### src/rtl/burst_tx_pkg.sv
package burst_tx_pkg;
  typedef enum logic [2:0] {
    TXS_IDLE     = 3'd0,
    TXS_PEND     = 3'd1,
    TXS_RUN      = 3'd2,
    TXS_OK       = 3'd3,
    TXS_ABT_CS   = 3'd4,
    TXS_ABT_HOST = 3'd5
  } txs_e;

  localparam logic [2:0] TASK_NOP      = 3'd0;
  localparam logic [2:0] TASK_LOAD_RST = 3'd1;
  localparam logic [2:0] TASK_LOAD_APP = 3'd2;
  localparam logic [2:0] TASK_ARM      = 3'd3;
  localparam logic [2:0] TASK_ABORT    = 3'd4;
endpackage

### src/rtl/tx_cmd_reg.sv
module tx_cmd_reg (
  input  logic       clk,
  input  logic       rst_n,
  input  logic       cmd_valid,
  input  logic [2:0] cmd_code,
  output logic       cmd_free,
  output logic       accepted,
  output logic       exec_valid,
  output logic [2:0] exec_code
);
  logic       busy_q;
  logic [2:0] code_q;

  assign accepted   = cmd_valid & ~busy_q;
  assign cmd_free   = ~busy_q;
  assign exec_valid = busy_q;
  assign exec_code  = code_q;

  always_ff @(posedge clk or negedge rst_n) begin
    if (!rst_n) begin
      busy_q <= 1'b0;
      code_q <= 3'd0;
    end else if (accepted) begin
      busy_q <= 1'b1;
      code_q <= cmd_code;
    end else begin
      busy_q <= 1'b0;
    end
  end

  AST_CMD_TAKEN: assert property (@(posedge clk) disable iff (!rst_n)
    accepted |=> !cmd_free);
  AST_CMD_RECOVERS: assert property (@(posedge clk) disable iff (!rst_n)
    !cmd_free |=> cmd_free);
endmodule

### src/rtl/tx_word_buf.sv
module tx_word_buf #(
  parameter int DATA_W  = 16,
  parameter int DEPTH   = 64,
  parameter int GROUP_N = 4,
  localparam int CW = $clog2(DEPTH + 1),
  localparam int AW = $clog2(DEPTH)
) (
  input  logic                      clk,
  input  logic                      rst_n,
  input  logic [GROUP_N*DATA_W-1:0] grp_data,
  input  logic                      ld_first,
  input  logic                      ld_append,
  input  logic                      flush,
  input  logic                      rewind,
  input  logic                      advance,
  output logic [CW-1:0]             count,
  output logic [CW-1:0]             rd_ptr,
  output logic [DATA_W-1:0]         rd_word,
  output logic                      room
);
  localparam logic [CW:0] GRP_EXT = (CW+1)'(GROUP_N);
  localparam logic [CW:0] DEP_EXT = (CW+1)'(DEPTH);

  logic [DATA_W-1:0] mem [DEPTH];
  logic [DATA_W-1:0] lane [GROUP_N];
  logic [AW-1:0]     wbase;
  logic              wr_en;

  for (genvar g = 0; g < GROUP_N; g++) begin : g_lane
    assign lane[g] = grp_data[g*DATA_W +: DATA_W];
  end

  assign room    = ({1'b0, count} + GRP_EXT) <= DEP_EXT;
  assign wr_en   = ld_first | (ld_append & room);
  assign wbase   = ld_first ? '0 : count[AW-1:0];
  assign rd_word = mem[rd_ptr[AW-1:0]];

  always_ff @(posedge clk) begin
    if (wr_en && !flush) begin
      for (int g = 0; g < GROUP_N; g++) begin
        mem[wbase + AW'(g)] <= lane[g];
      end
    end
  end

  always_ff @(posedge clk or negedge rst_n) begin
    if (!rst_n) begin
      count <= '0;
    end else if (flush) begin
      count <= '0;
    end else if (ld_first) begin
      count <= CW'(GROUP_N);
    end else if (ld_append && room) begin
      count <= count + CW'(GROUP_N);
    end
  end

  always_ff @(posedge clk or negedge rst_n) begin
    if (!rst_n) begin
      rd_ptr <= '0;
    end else if (flush || rewind) begin
      rd_ptr <= '0;
    end else if (advance) begin
      rd_ptr <= rd_ptr + CW'(1);
    end
  end

  AST_NO_OVERFLOW: assert property (@(posedge clk) disable iff (!rst_n)
    count <= CW'(DEPTH));
  AST_RD_BEHIND: assert property (@(posedge clk) disable iff (!rst_n)
    rd_ptr <= count);
endmodule

### src/rtl/tx_burst_fsm.sv
module tx_burst_fsm
  import burst_tx_pkg::*;
#(
  parameter int CW = 7
) (
  input  logic          clk,
  input  logic          rst_n,
  input  logic          exec_valid,
  input  logic [2:0]    exec_code,
  input  logic          accepted,
  input  logic          slot_tick,
  input  logic          cs_mode,
  input  logic          carrier_det,
  input  logic          irq_en,
  input  logic [CW-1:0] buf_count,
  input  logic [CW-1:0] rd_ptr,
  input  logic          room,
  input  logic          mod_ready,
  output logic          mod_valid,
  output logic          ld_first,
  output logic          ld_append,
  output logic          flush,
  output logic          rewind,
  output logic          advance,
  output logic [2:0]    tx_state,
  output logic          tx_en,
  output logic          tx_done,
  output logic          irq,
  output logic          load_ok,
  output logic          buf_free
);
  txs_e state_q, state_d;
  logic tx_en_q, done_q, lock_q;
  logic active, do_abort, loads_open, start, ovf_hit;
  logic slot_hit, cs_block, handshake, last;

  assign active     = (state_q == TXS_PEND) || (state_q == TXS_RUN);
  assign do_abort   = exec_valid && (exec_code == TASK_ABORT);
  assign loads_open = exec_valid && !active && !lock_q;
  assign ld_first   = loads_open && (exec_code == TASK_LOAD_RST);
  assign ld_append  = loads_open && (exec_code == TASK_LOAD_APP);
  assign ovf_hit    = ld_append && !room;
  assign start      = exec_valid && !active && (exec_code == TASK_ARM) && (buf_count != '0);
  assign slot_hit   = (state_q == TXS_PEND) && slot_tick && !do_abort;
  assign cs_block   = cs_mode && carrier_det;
  assign mod_valid  = (state_q == TXS_RUN) && (rd_ptr < buf_count);
  assign handshake  = mod_valid && mod_ready && !do_abort;
  assign last       = handshake && ((rd_ptr + CW'(1)) == buf_count);
  assign advance    = handshake;
  assign rewind     = start;
  assign flush      = do_abort || last;

  always_comb begin
    state_d = state_q;
    if (do_abort) begin
      state_d = active ? TXS_ABT_HOST : TXS_IDLE;
    end else if (start) begin
      state_d = TXS_PEND;
    end else if (slot_hit) begin
      state_d = cs_block ? TXS_ABT_CS : TXS_RUN;
    end else if (last) begin
      state_d = TXS_OK;
    end
  end

  always_ff @(posedge clk or negedge rst_n) begin
    if (!rst_n) begin
      state_q <= TXS_IDLE;
      tx_en_q <= 1'b0;
      done_q  <= 1'b0;
      lock_q  <= 1'b0;
    end else begin
      state_q <= state_d;
      if (do_abort || last) begin
        tx_en_q <= 1'b0;
      end else if (slot_hit && !cs_block) begin
        tx_en_q <= 1'b1;
      end
      if ((do_abort && active) || (slot_hit && cs_block) || last) begin
        done_q <= 1'b1;
      end else if (accepted) begin
        done_q <= 1'b0;
      end
      if (do_abort) begin
        lock_q <= 1'b0;
      end else if (ovf_hit) begin
        lock_q <= 1'b1;
      end
    end
  end

  assign tx_state = state_q;
  assign tx_en    = tx_en_q;
  assign tx_done  = done_q;
  assign irq      = done_q & irq_en;
  assign load_ok  = ~lock_q;
  assign buf_free = ~active;

  AST_PEND_WAITS: assert property (@(posedge clk) disable iff (!rst_n)
    (state_q == TXS_PEND && !slot_tick && !do_abort) |=> state_q == TXS_PEND);
  AST_TXEN_IN_RUN: assert property (@(posedge clk) disable iff (!rst_n)
    tx_en_q |-> state_q == TXS_RUN);
  AST_VALID_HOLD: assert property (@(posedge clk) disable iff (!rst_n)
    (mod_valid && !mod_ready && !do_abort) |=> mod_valid);
  AST_END_REPORTS: assert property (@(posedge clk) disable iff (!rst_n)
    last |=> (done_q && state_q == TXS_OK && !tx_en_q));
  AST_CS_SILENT: assert property (@(posedge clk) disable iff (!rst_n)
    (state_q == TXS_ABT_CS) |-> !tx_en_q);
  AST_CS_KEEPS: assert property (@(posedge clk) disable iff (!rst_n)
    (slot_hit && cs_block) |=> buf_count == $past(buf_count));
  AST_LOCK_BLOCKS: assert property (@(posedge clk) disable iff (!rst_n)
    lock_q |-> !ld_first);
endmodule

### src/rtl/burst_tx_seq.sv
module burst_tx_seq
  import burst_tx_pkg::*;
#(
  parameter int DATA_W  = 16,
  parameter int DEPTH   = 64,
  parameter int GROUP_N = 4
) (
  input  logic                      clk,
  input  logic                      rst_n,
  input  logic [GROUP_N*DATA_W-1:0] wr_words,
  input  logic                      cmd_valid,
  input  logic [2:0]                cmd_code,
  output logic                      cmd_free,
  output logic                      load_ok,
  output logic                      buf_free,
  input  logic                      irq_en,
  input  logic                      cs_mode,
  input  logic                      carrier_det,
  input  logic                      slot_tick,
  output logic [2:0]                tx_state,
  output logic                      tx_done,
  output logic                      irq,
  output logic                      tx_en,
  output logic                      mod_valid,
  input  logic                      mod_ready,
  output logic [DATA_W-1:0]         mod_data
);
  localparam int CW = $clog2(DEPTH + 1);

  logic          accepted, exec_valid;
  logic [2:0]    exec_code;
  logic [CW-1:0] buf_count, rd_ptr;
  logic          room, ld_first, ld_append, flush, rewind, advance;

  tx_cmd_reg u_cmd (
    .clk        (clk),
    .rst_n      (rst_n),
    .cmd_valid  (cmd_valid),
    .cmd_code   (cmd_code),
    .cmd_free   (cmd_free),
    .accepted   (accepted),
    .exec_valid (exec_valid),
    .exec_code  (exec_code)
  );

  tx_word_buf #(.DATA_W(DATA_W), .DEPTH(DEPTH), .GROUP_N(GROUP_N)) u_buf (
    .clk       (clk),
    .rst_n     (rst_n),
    .grp_data  (wr_words),
    .ld_first  (ld_first),
    .ld_append (ld_append),
    .flush     (flush),
    .rewind    (rewind),
    .advance   (advance),
    .count     (buf_count),
    .rd_ptr    (rd_ptr),
    .rd_word   (mod_data),
    .room      (room)
  );

  tx_burst_fsm #(.CW(CW)) u_fsm (
    .clk         (clk),
    .rst_n       (rst_n),
    .exec_valid  (exec_valid),
    .exec_code   (exec_code),
    .accepted    (accepted),
    .slot_tick   (slot_tick),
    .cs_mode     (cs_mode),
    .carrier_det (carrier_det),
    .irq_en      (irq_en),
    .buf_count   (buf_count),
    .rd_ptr      (rd_ptr),
    .room        (room),
    .mod_ready   (mod_ready),
    .mod_valid   (mod_valid),
    .ld_first    (ld_first),
    .ld_append   (ld_append),
    .flush       (flush),
    .rewind      (rewind),
    .advance     (advance),
    .tx_state    (tx_state),
    .tx_en       (tx_en),
    .tx_done     (tx_done),
    .irq         (irq),
    .load_ok     (load_ok),
    .buf_free    (buf_free)
  );

  AST_DATA_STABLE: assert property (@(posedge clk) disable iff (!rst_n)
    (mod_valid && !mod_ready && !(exec_valid && exec_code == TASK_ABORT)) |=> $stable(mod_data));
  AST_IRQ_GATED: assert property (@(posedge clk) disable iff (!rst_n)
    irq |-> (tx_done && irq_en));
endmodule

### config.mk
export PLATFORM = sky130hd
export DESIGN_NAME = burst_tx_seq
export DESIGN_NICKNAME = d
export VERILOG_FILES = /design/src/rtl/burst_tx_pkg.sv /design/src/rtl/tx_cmd_reg.sv /design/src/rtl/tx_word_buf.sv /design/src/rtl/tx_burst_fsm.sv /design/src/rtl/burst_tx_seq.sv
export SDC_FILE = /design/constraint.sdc
export NUM_CORES = 1
export LEC_CHECK = 0
export BUFFER_PORTS_ARGS = -buffer_cell sky130_fd_sc_hd__buf_4
export CAP_MARGIN = 20
export CORE_MARGIN = 2
export CORE_UTILIZATION = 40
export CTS_CLUSTER_DIAMETER = 40
export DETAILED_ROUTE_END_ITERATION = 8
export SLEW_MARGIN = 20
export SYNTH_ARGS = -nofsm -noshare
export SYNTH_HDL_FRONTEND = slang
export SYNTH_SLANG_ARGS = --single-unit
### constraint.sdc
create_clock -name clk -period 4.3 [get_ports clk]
set_input_delay 0.215 -clock clk [delete_from_list [all_inputs] [get_ports clk]]
set_output_delay 0.215 -clock clk [all_outputs]
set_load 0.03 [all_outputs]
==> flow_summary.ini <==
[timing]
drv_slew = 0
whs_ns = 0.0173
rsz0062_at_grt = no
max_freq_mhz = 238
clock_skew_ns = 0.0289
period_needed_ns = 4.20
hold_viol = 0
tns_ns = 0
slew_headroom = 0.299
fin_crit_sh = 0.977
setup_viol = 0
worst_slew_pin_slew_ns = 1.05

[power_and_ir_drop]
p_per_area_nw_per_um2 = 512
peakVddDrop_v = 0.000403
clockPowerShare = 0.418
p_sw_mw = 8.30
p_int_mw = 21.8
seq_power_share = 0.383
p_leak_nw = 18.7
p_comb_frac = 0.199
p_sw_frac = 0.275

[cells_and_area]
layout.cells.non_filler = 4749
regArea_um2 = 31300
syn_to_final_growth_pct = 14.8
most-common-layout-cells = edfxtp_1, mux2_2, mux4_2
fillers = 10669
multi_input_comb_area_um2 = 17700
final_util = 0.462
fin_nets = 3046
final_common_cell = edfxtp_1
layout-drive-gt1-share = 0.520

[critical_path]
cp.arrival_ns = 3.99
worst_ep_required_time_ns = 4.09
critPathLaunchType = flip-flop
worstPathMaxFanout = 32
crit_type = flip-flop to output pin
end_kind = output pin

[logic_synthesis]
syn_inst = 3147
ys_warn_count = 0
synth_area_um2 = 51300
avgSynthCellArea_um2 = 16.3
ys.flop_type = edfxtp_1
synthArstFlopShare = 0.0210
ys_seq_area_frac = 0.610
synth_seq_cells = 1046
synth_nets = 3232
synth-edff-count = 1024
yosysUniqueCellTypes = 61

[place]
place_inst = 4433
port_buffers = 100
gp_congestion = 0.826
dp_hpwl_um = 90300

[grt]
gr-total-overflow = 0
grt_pass1_wl_um = 214000
grt_max_degree = 66
grt_pass1_vias = 29710
grt_usage = 0.228
antenna_found_initial = 5

[cts]
cts.clk_slew.worst_paths_ns = 0.05
cts_inserted_buffers = 150
cts_max_level = 4
cts.sinks = 1046
worstSkewPairLatency_ns = 0.77
cts_root_buffer = clkbuf_16
cts_tree = yes
clk_path_buf_depth = 3

[worst_hold_path]
hold_path.class = input pin to flip-flop

[drt]
vias = 29004
drt_iter0_drc = 2846
firstDrtPassIters = 5
routedWlPerCell_um = 31.7
drt-total-wl_um = 150000
viasPerCell = 6.11
ant_nets = 0
drc = 0

[floorplanning]
ios = 101
dieArea_um2 = 131000
die_w_um = 362
core-area_um2 = 127000
fp.dieH_um = 362
rows = 131
start_util = 0.403

[flow_run]
maxCapViolCount = 0

[status]
status = completed
## per-stage QoR
step / setup slack [ns] / cell area (um^2) / total power, mW
2_1_floorplan: 0.840 / 51300 / 15.7
4_1_cts: 0.0178 / 58800 / 30.3
3_3_place_gp: 0.690 / 53400 / 17.6
3_5_place_dp: 0.680 / 53400 / 17.6
6_report: 0.0983 / 58900 / 30.1
5_1_grt: 0.0657 / 58900 / 31.0
## logic make-up after synthesis
kind of cell / count (synthesis) / share of synthesized area
simple gates: 197 / 0.0193
flops: 1046 / 0.610
compound gates: 195 / 0.0303
buf+inv: 626 / 0.0508
fa+ha+maj: 10 / 0.00244
mux: 1060 / 0.285
xor+xnor: 13 / 0.00222
## routing by layer
metal  vias up  wire (um)  global-route usage
met4         4       6220              0.0993
li1      11809          -                   -
met2      1301      72600               0.370
met3       263      11000              0.0391
met1     15627      60600               0.302
met5         -         26                   0
## final timing paths
check | from | end | slack (ns) | depth (start not counted)
worst min register to register | u_fsm.tx_state[0]$_DFFE_PN0P_ | u_fsm.tx_state[0]$_DFFE_PN0P_ | 0.60 | 1
min in group asynchronous | rst_n | u_buf.rd_ptr[6]$_DFFE_PN0P_ | 0.09 | 3
worst max-delay path | u_buf.rd_ptr[2]$_DFFE_PN0P_ | mod_data[9] | 0.1 | 6
worst max register to register | u_buf.count[2]$_DFFE_PN0P_ | u_buf.mem[23][6]$_DFFE_PP_ | 0.65 | 9
max in group asynchronous | rst_n | u_buf.rd_ptr[1]$_DFFE_PN0P_ | 3.80 | 3
worst min-delay path | wr_words[10] | u_buf.mem[12][10]$_DFFE_PP_ | 0.02 | 1
## Yosys cell counts, drive strengths merged (9+ instances only)
cell type | number | share of area
clkbuf | 481 | 0.035
dfrtp | 22 | 0.011
nand2 | 48 | 0.0037
nor2 | 65 | 0.0048
mux2i | 30 | 0.0059
mux2 | 790 | 0.17
nand3 | 12 | 0.0015
o221ai | 19 | 0.0032
edfxtp | 1024 | 0.60
ha | 10 | 0.0024
mux4 | 240 | 0.11
inv | 13 | 0.00095
and2 | 9 | 0.0011
buf | 132 | 0.015
a21oi | 24 | 0.0024
a221oi | 48 | 0.0082
nor3 | 14 | 0.0017
o211ai | 14 | 0.0020
a22oi | 32 | 0.0047
a22o | 32 | 0.0055
nor2b | 26 | 0.0032
## cell type report
cell class,instances,area share
Clock inverter,109,0.0218
Antenna cell,1,0.0000425
Clock buffer,168,0.0656
Multi-Input combinational cell,1475,0.301
Tap cell,1662,0.0353
Inverter,13,0.000829
Sequential cell,1046,0.532
Timing Repair Buffer,275,0.0437
## state kept, by name (all words and copies together) (netlist names)
name / cells
u_fsm.tx_done: 1
u_cmd.exec_valid: 1
u_cmd.exec_code: 3
u_fsm.tx_en: 1
u_buf.rd_ptr: 7
u_buf.count: 5
u_buf.mem: 1024
u_fsm.tx_state: 3
u_fsm.lock_q: 1
## timing repair
item                                    4_1_cts  5_1_grt
hold buffers                                 29        0
hold endpoints to repair                    116        0
buffers inserted                              0        9
resized for setup                             3        2
endpoints found under the setup margin        8        3
## critical path, cell delays in order (launching register included)
cell and delay [ns]:
dfrtp_4 0.81, or2_2 0.61, o211ai_1 0.21, o221ai_1 0.40, a21oi_1 0.18, a221oi_1 0.69, buf_4 0.30
## power groups by stage
stage,logic (mW),clock network (mW),registers (mW)
floorplan,4.00,0,11.7
global placement,5.80,0,11.8
detailed placement,5.88,0,11.8
CTS,5.95,12.8,11.6
global route,6.32,13.2,11.5
finish,6.01,12.6,11.5
Power figures use the tool's default switching activity.
